### src/rtl/ser20_pkg.sv
package ser20_pkg;
    localparam int WORD_W = 20;
    localparam int LANES  = 4;
    localparam int SLOTS  = WORD_W / LANES;
    localparam int PH_W   = $clog2(LANES);
    localparam int DIV_W  = $clog2(SLOTS);

    typedef logic [SLOTS-1:0] sel_t;

    typedef struct packed {
        logic load;
        logic lane;
        logic pair_a;
        logic pair_b;
        logic fin_a;
        logic fin_b;
    } strobes_t;

    function automatic sel_t onehot_of(input logic [DIV_W-1:0] idx);
        return sel_t'(1) << idx;
    endfunction
endpackage

### src/rtl/ser20_ctrl.sv
module ser20_ctrl
    import ser20_pkg::*;
(
    input  logic     clk_i,
    input  logic     rst_i,
    output strobes_t stb_o,
    output sel_t     sel_o
);
    logic [PH_W-1:0]  ph_q;
    logic [DIV_W-1:0] div_q;
    sel_t             sel_q;

    always_ff @(posedge clk_i) begin
        if (rst_i) begin
            ph_q  <= '0;
            div_q <= '0;
            sel_q <= onehot_of('0);
        end else begin
            ph_q <= ph_q + PH_W'(1);
            if (ph_q == PH_W'(LANES - 1))
                div_q <= (div_q == DIV_W'(SLOTS - 1)) ? '0 : div_q + DIV_W'(1);
            // the divided count is resampled by the fast clock into a select
            sel_q <= onehot_of(div_q);
        end
    end

    always_comb begin
        stb_o.load   = (ph_q == '0) && (div_q == '0);
        stb_o.lane   = (ph_q == PH_W'(1));
        stb_o.pair_a = (ph_q == PH_W'(2));
        stb_o.pair_b = (ph_q == '0);
        stb_o.fin_a  = ph_q[0];
        stb_o.fin_b  = !ph_q[0];
    end

    assign sel_o = sel_q;


    sel_onehot_chk: assert property (@(posedge clk_i) disable iff (rst_i)
        $onehot(sel_q));

    sel_hold_chk: assert property (@(posedge clk_i) disable iff (rst_i)
        (ph_q == PH_W'(1)) |=> $stable(sel_q));

    div_range_chk: assert property (@(posedge clk_i) disable iff (rst_i)
        div_q < DIV_W'(SLOTS));
endmodule

### src/rtl/ser20_lane_bank.sv
module ser20_lane_bank
    import ser20_pkg::*;
(
    input  logic              clk_i,
    input  logic              rst_i,
    input  logic              load_i,
    input  logic              strobe_i,
    input  logic [WORD_W-1:0] word_i,
    input  logic              lane_en_i,
    input  sel_t              sel_i,
    output logic [LANES-1:0]  lane_o
);
    logic [WORD_W-1:0] hold_q;

    always_ff @(posedge clk_i) begin
        if (rst_i)       hold_q <= '0;
        else if (load_i) hold_q <= strobe_i ? word_i : '0;
    end

    for (genvar j = 0; j < LANES; j++) begin : g_lane
        logic [SLOTS-1:0] slot_bits;
        logic             lane_q;
        for (genvar k = 0; k < SLOTS; k++) begin : g_slot
            assign slot_bits[k] = hold_q[j + LANES * k];
        end
        always_ff @(posedge clk_i) begin
            if (rst_i)          lane_q <= 1'b0;
            else if (lane_en_i) lane_q <= |(slot_bits & sel_i);
        end
        assign lane_o[j] = lane_q;
    end


    hold_quiet_chk: assert property (@(posedge clk_i) disable iff (rst_i)
        !load_i |=> $stable(hold_q));

    idle_zero_chk: assert property (@(posedge clk_i) disable iff (rst_i)
        (load_i && !strobe_i) |=> (hold_q == '0));
endmodule

### src/rtl/ser20_pair.sv
module ser20_pair (
    input  logic clk_i,
    input  logic rst_i,
    input  logic en_a_i,
    input  logic en_b_i,
    input  logic a_i,
    input  logic b_i,
    output logic y_o
);
    logic dly_q;
    logic y_q;

    always_ff @(posedge clk_i) begin
        if (rst_i) begin
            dly_q <= 1'b0;
            y_q   <= 1'b0;
        end else if (en_a_i) begin
            y_q   <= a_i;
            dly_q <= b_i;
        end else if (en_b_i) begin
            y_q <= dly_q;
        end
    end

    assign y_o = y_q;


    phase_excl_chk: assert property (@(posedge clk_i) disable iff (rst_i)
        !(en_a_i && en_b_i));
endmodule

### src/rtl/ser20_cascade.sv
module ser20_cascade
    import ser20_pkg::*;
(
    input  logic              clk_i,
    input  logic              rst_i,
    input  logic [WORD_W-1:0] word_i,
    input  logic              word_stb_i,
    output logic              ser_o
);
    strobes_t         stb;
    sel_t             sel;
    logic [LANES-1:0] lane;
    logic             even_path;
    logic             odd_path;

    ser20_ctrl u_ctrl (
        .clk_i (clk_i),
        .rst_i (rst_i),
        .stb_o (stb),
        .sel_o (sel)
    );

    ser20_lane_bank u_bank (
        .clk_i     (clk_i),
        .rst_i     (rst_i),
        .load_i    (stb.load),
        .strobe_i  (word_stb_i),
        .word_i    (word_i),
        .lane_en_i (stb.lane),
        .sel_i     (sel),
        .lane_o    (lane)
    );

    ser20_pair u_even (
        .clk_i  (clk_i),
        .rst_i  (rst_i),
        .en_a_i (stb.pair_a),
        .en_b_i (stb.pair_b),
        .a_i    (lane[0]),
        .b_i    (lane[2]),
        .y_o    (even_path)
    );

    ser20_pair u_odd (
        .clk_i  (clk_i),
        .rst_i  (rst_i),
        .en_a_i (stb.pair_a),
        .en_b_i (stb.pair_b),
        .a_i    (lane[1]),
        .b_i    (lane[3]),
        .y_o    (odd_path)
    );

    ser20_pair u_final (
        .clk_i  (clk_i),
        .rst_i  (rst_i),
        .en_a_i (stb.fin_a),
        .en_b_i (stb.fin_b),
        .a_i    (even_path),
        .b_i    (odd_path),
        .y_o    (ser_o)
    );


    post_reset_low_chk: assert property (@(posedge clk_i) disable iff (rst_i)
        $past(rst_i) |-> !ser_o);

    restart_boundary_chk: assert property (@(posedge clk_i) disable iff (rst_i)
        $past(rst_i) |-> stb.load);
endmodule

### config.mk
export PLATFORM = sky130hd
export DESIGN_NAME = ser20_cascade
export DESIGN_NICKNAME = d
export VERILOG_FILES = /design/src/rtl/ser20_pkg.sv /design/src/rtl/ser20_ctrl.sv /design/src/rtl/ser20_lane_bank.sv /design/src/rtl/ser20_pair.sv /design/src/rtl/ser20_cascade.sv
export SDC_FILE = /design/constraint.sdc
export NUM_CORES = 1
export LEC_CHECK = 0
export CAP_MARGIN = 5
export CORE_MARGIN = 4
export CORE_UTILIZATION = 40
export DETAILED_ROUTE_END_ITERATION = 8
export PLACE_DENSITY = 0.7
export SYNTH_ARGS = -nofsm -noshare
export SYNTH_HDL_FRONTEND = slang
export SYNTH_SLANG_ARGS = --single-unit
### constraint.sdc
create_clock -name clk_i -period 2.9 [get_ports clk_i]
set_input_delay 0.29 -clock clk_i [delete_from_list [all_inputs] [get_ports clk_i]]
set_output_delay 0.29 -clock clk_i [all_outputs]
set_load 0.03 [all_outputs]
# Word-level counts from Yosys, hierarchy flattened
# Index checks and enable logic that the tools add are counted.
# op_classes
muxes,7
eq_ne,4
addsub,2
bitwise,4
shifts,1
n_reduce_logical,8
# op_table
operator,n
AND 5 bit,4
two-way mux 20 bit,1
OR reduction 5 bit,4
two-way mux 1 bit,5
left shift 1 x 3 -> 5 bit (first input constant),1
equality test 2 bit (second input constant),2
adder 3 x 1 -> 3 bit (second input constant),1
equality test 3 bit (second input constant),1
zero test 3 bit,1
two-way mux 3 bit,1
adder 2 x 1 -> 2 bit (second input constant),1
equality test 2 x 1 -> 1 bit (second input constant),1
zero test 2 bit,1
nonzero test 2 bit,1
logical AND 1 bit,1
# totals
output_inout_bits,1
input_bits,23
ff_bits,40

# Depth between registers and ports, before layout
# depth
depth_word,3
mapped_depth,6
mapped_depth_nobuf,5

# Cells and area by module
# From an unflattened synthesis, not the netlist that was laid out.
# unflattened
hier_cells,179
area_unflattened_um2,1714.1
# by_module_without_submodules
mod,cells_per_inst,instances,area_each_um2
ser20_lane_bank,113,1,1013.5
ser20_ctrl,42,1,441.7
ser20_pair,8,3,86.3

# Worst setup path after synthesis
# OpenSTA, ideal clock, no wires.
# synth_timing
path_kind,register to register
start,register u_ctrl.ph_q[0]
end,register u_bank.hold_q[0]
synth_period_minus_slack_ps,1282
arrival_ps,1162
setup_slack_ps,1618
stages_incl_launch_ff,7
n_path_buf,1
cell_sequence,dfxtp_1 -> inv_1 -> ha_1 -> and3b_2 -> buf_6 -> nand3_1 -> a21oi_1
# synth_via
elab_chain_len,2
# synth_rtl
element,line_no,source
start: declaration,ser20_ctrl.sv:9,logic [PH_W-1:0] ph_q;
start signal: assignment,ser20_ctrl.sv:19,ph_q <= ph_q + PH_W'(1);
zero test 2 bit,ser20_ctrl.sv:28,stb_o.load = (ph_q == '0) && (div_q == '0);
logical AND 1 bit,ser20_ctrl.sv:28,
end signal: assignment,ser20_lane_bank.sv:17,else if (load_i) hold_q <= strobe_i ? word_i : '0;
end: declaration,ser20_lane_bank.sv:13,logic [WORD_W-1:0] hold_q;
# Every way passes these cells.
# A chain may end at the register's enable or synchronous reset.

# Worst setup path after layout
# layout_timing
start,register u_ctrl.ph_q[0]
end,register u_bank.hold_q[19]
# The elaborated chain is that of the path after synthesis.

==> load_flow_metrics.sql <==
INSERT INTO impl_metrics (metric_group, metric, value, unit) VALUES
('synth', 'synth.yosys.seq_area_share', '50.3', '%'),
('job', 'max_cap_viol_count', '0', ''),
('clock_network', 'cts_tree', 'done', ''),
('grt', 'grt_pass1_vias', '1142', ''),
('placement', 'port_buffers', '23', ''),
('die', 'die_w', '71.1', 'um'),
('clock_network', 'cts_num_sinks', '40', ''),
('route', 'final_antenna_net_count', '0', ''),
('grt', 'grt_remaining_overflow', '0', ''),
('synth', 'gate_count_after_technology_mapping', '174', ''),
('route', 'post_drt_wl_per_cell', '12.8', 'um'),
('grt', 'groute.usage.overall', '12.9', '%'),
('die', 'die_y', '71.1', 'um'),
('timing', 'relSlewSlack', '51.7', '%'),
('die', 'coreArea', '3740', 'sq um'),
('die', 'number_of_rows_in_the_core_area', '22', ''),
('timing', 'hold_ws', '0.455', 'ns'),
('cells_and_area', 'filler_cell_count', '404', ''),
('route', 'dr.first_iter.drc_count', '74', ''),
('pwr', 'ir_drop', '0.398', 'mV'),
('cells_and_area', 'final_net_count', '223', ''),
('cells_and_area', 'final_core_util', '50.6', '%'),
('worst_setup_path', 'cp.required', '3.06', 'ns'),
('grt', 'global_route_wire_length_before_repair', '5130', 'um'),
('pwr', 'power.leakage', '0.000680', 'uW'),
('synth', 'ys_warn_count', '0', ''),
('synth', 'synth.cell_area', '1590', 'sq um'),
('placement', 'gp_routability_congestion', '0.723', ''),
('timing', 'fin_skew', '0.00740', 'ns'),
('clock_network', 'cts_max_path_bufs', '2', ''),
('timing', 'final_period_minus_worst_setup_slack', '1.70', 'ns'),
('clock_network', 'cts-buffers-inserted', '5', ''),
('clock_network', 'path_clk_slew', '0.08', 'ns'),
('status', 'status', 'completed', ''),
('cells_and_area', 'post_route_cells_drive_above_1_share', '6.67', '%'),
('cells_and_area', 'most_frequent_cells_in_the_layout', 'sky130_fd_sc_hd__dfxtp_1, sky130_fd_sc_hd__nand2_1, sky130_fd_sc_hd__a21oi_1', ''),
('pwr', 'power_per_cell_area', '573', 'nW/um^2'),
('worst_setup_path', 'crit_fanout', '20', ''),
('timing', 'timing.final.max_slew_violations', '0', ''),
('pwr', 'power.total', '1090', 'uW'),
('die', 'boundaryPins', '24', ''),
('clock_network', 'postCtsSetupRepairBufs', '0', ''),
('worst_setup_path', 'crit_type', 'register to register', ''),
('synth', 'post_synth.cell_area_avg', '9.15', 'sq um'),
('timing', 'grt_setup_unrepaired', 'no', ''),
('cells_and_area', 'layout.cells.most_common', 'sky130_fd_sc_hd__dfxtp_1', ''),
('placement', 'hpwl_after_detailed_placement', '2250', 'um'),
('timing', 'achievable-frequency', '588', 'MHz'),
('timing', 'timing_hold_violations_final', '0', ''),
('worst_setup_path', 'timing.critical_path.from_type', 'register', ''),
('clock_network', 'clkLatencyLatePin', '0.30', 'ns'),
('worst_hold_path', 'hold_class', 'register to register', ''),
('worst_setup_path', 'signal_arrival_time_at_the_worst_endpoint', '1.86', 'ns'),
('cells_and_area', 'synthToLayoutAreaGrowth', '19.1', '%'),
('timing', 'finalCritPeriodShare', '58.6', '%'),
('grt', 'antenna_found_initial', '0', ''),
('route', 'via_per_inst', '5.15', ''),
('route', 'routed_wl', '3110', 'um'),
('clock_network', 'cts_htree_levels', '2', ''),
('die', 'initial_utilization', '42.5', '%'),
('route', 'drt_pass1_iterations', '4', ''),
('worst_setup_path', 'setup_crit_end_kind', 'register', ''),
('timing', 'final_setup_fails', '0', ''),
('die', 'die_area', '5050', 'sq um'),
('clock_network', 'number_of_gates_given_a_new_drive_strength_after_cts', '0', ''),
('clock_network', 'root_buffer_cell', 'sky130_fd_sc_hd__clkbuf_8', ''),
('cells_and_area', 'num_antenna_cells', '0', ''),
('synth', 'synthesis.nets', '203', ''),
('route', 'drc_errors', '0', ''),
('timing', 'totalNegativeSetupSlack', '0', 'ns'),
('clock_network', 'ctsHoldBuffers', '0', ''),
('route', 'total_number_of_vias', '1252', ''),
('synth', 'synth.distinct_cells', '23', ''),
('grt', 'grt_start_max_net_pins', '21', ''),
('synth', 'postSynthRegisterBits', '40', ''),
('timing', 'transition_at_the_pin_with_the_smallest_max_transition_slack', '0.722', 'ns');
-- cell type report --
type / instances / area, sq um / area share, %
flip-flops and latches: 40 / 801 / 42.2
multi-input cells: 117 / 683 / 36.0
repair buffers: 25 / 245 / 12.9
clock buffers: 5 / 68.8 / 3.63
well taps: 48 / 60.1 / 3.17
clock inverters: 3 / 18.8 / 0.990
inverters: 5 / 18.8 / 0.990
-- critical path: stages, from the launching register on --
cell and delay [ns]:
sky130_fd_sc_hd__dfxtp_1 0.37, sky130_fd_sc_hd__inv_1 0.12, sky130_fd_sc_hd__ha_1 0.23, sky130_fd_sc_hd__nand3b_1 0.52
sky130_fd_sc_hd__nand2_1 0.24, sky130_fd_sc_hd__a21oi_1 0.08
-- cells in the mapped netlist --
| cell | n | area, sq um |
|---|---|---|
| sky130_fd_sc_hd__dfxtp_1 | 40 | 801 |
| sky130_fd_sc_hd__nand2_1 | 25 | 93.8 |
| sky130_fd_sc_hd__a21oi_1 | 24 | 120 |
| sky130_fd_sc_hd__nand3_1 | 22 | 110 |
| sky130_fd_sc_hd__nor2_1 | 12 | 45.0 |
| sky130_fd_sc_hd__buf_2 | 7 | 35.0 |
| sky130_fd_sc_hd__ha_1 | 6 | 75.1 |
| sky130_fd_sc_hd__inv_1 | 5 | 18.8 |
| sky130_fd_sc_hd__mux2i_1 | 5 | 50.1 |
| sky130_fd_sc_hd__a222oi_1 | 4 | 40.0 |
| sky130_fd_sc_hd__a22oi_1 | 4 | 30.0 |
| sky130_fd_sc_hd__a311oi_1 | 4 | 35.0 |
| sky130_fd_sc_hd__and3_1 | 3 | 18.8 |
| sky130_fd_sc_hd__buf_6 | 2 | 22.5 |
| sky130_fd_sc_hd__clkbuf_8 | 2 | 27.5 |
| sky130_fd_sc_hd__mux2_2 | 2 | 22.5 |
| sky130_fd_sc_hd__a21o_1 | 1 | 7.51 |
| sky130_fd_sc_hd__and3b_2 | 1 | 10.0 |
| sky130_fd_sc_hd__clkbuf_1 | 1 | 3.75 |
| sky130_fd_sc_hd__nand2b_1 | 1 | 6.26 |
| sky130_fd_sc_hd__nand3b_1 | 1 | 7.51 |
| sky130_fd_sc_hd__nor2b_1 | 1 | 6.26 |
| sky130_fd_sc_hd__o21ai_0 | 1 | 5.00 |
-- routing by layer --
layer / GRT usage, % / routed length [um]
met5: 0 / 0
met4: 6.26 / 67
met3: 3.98 / 138
met2: 19.9 / 1450
met1: 16.4 / 1450
-- kinds of logic after synthesis --
group / share of synthesized area (%)
and+or+nand+nor: 18.7
buffers and inverters: 6.76
DFF: 50.3
muxes: 4.56
AOI/OAI and AO/OA: 14.9
adders and majority gates: 4.72
-- registers in the layout (all words and copies together) (netlist names) --
signal / cells
u_bank.hold_q: 20
u_ctrl.sel_o: 5
u_bank.g_lane.lane_q: 4
u_ctrl.div_q: 3
u_ctrl.ph_q: 2
u_even.dly_q: 1
u_even.y_o: 1
u_final.dly_q: 1
u_final.y_o: 1
u_odd.dly_q: 1
u_odd.y_o: 1
-- through the flow --
step / std cells / cell area (sq um) / setup WS [ns]
2_1_floorplan: 174 / 1590 / 1.62
3_3_place_gp: 235 / 1810 / 1.22
3_5_place_dp: 235 / 1810 / 1.17
4_1_cts: 243 / 1900 / 1.16
5_1_grt: 243 / 1900 / 1.00
6_report: 243 / 1900 / 1.20
-- final timing paths --
path	startpoint	to	slack [ns]	cells after the start
setup / recovery	u_ctrl.ph_q[0]	u_bank.hold_q[19]	1.20	5
hold / removal	u_bank.hold_q[9]	u_bank.hold_q[9]	0.45	2
setup reg to reg	u_ctrl.ph_q[0]	u_bank.hold_q[19]	1.20	5
hold reg to reg	u_bank.hold_q[9]	u_bank.hold_q[9]	0.45	2
-- report_power, final --
| part | internal [uW] | switching, uW | leakage, uW |
|---|---|---|---|
| registers | 576 | 17.6 | 0.000326 |
| clock network | 167 | 196 | 0.0000479 |
| logic | 62.2 | 66.9 | 0.000307 |
No activity file was read; power rests on OpenSTA's default activity.
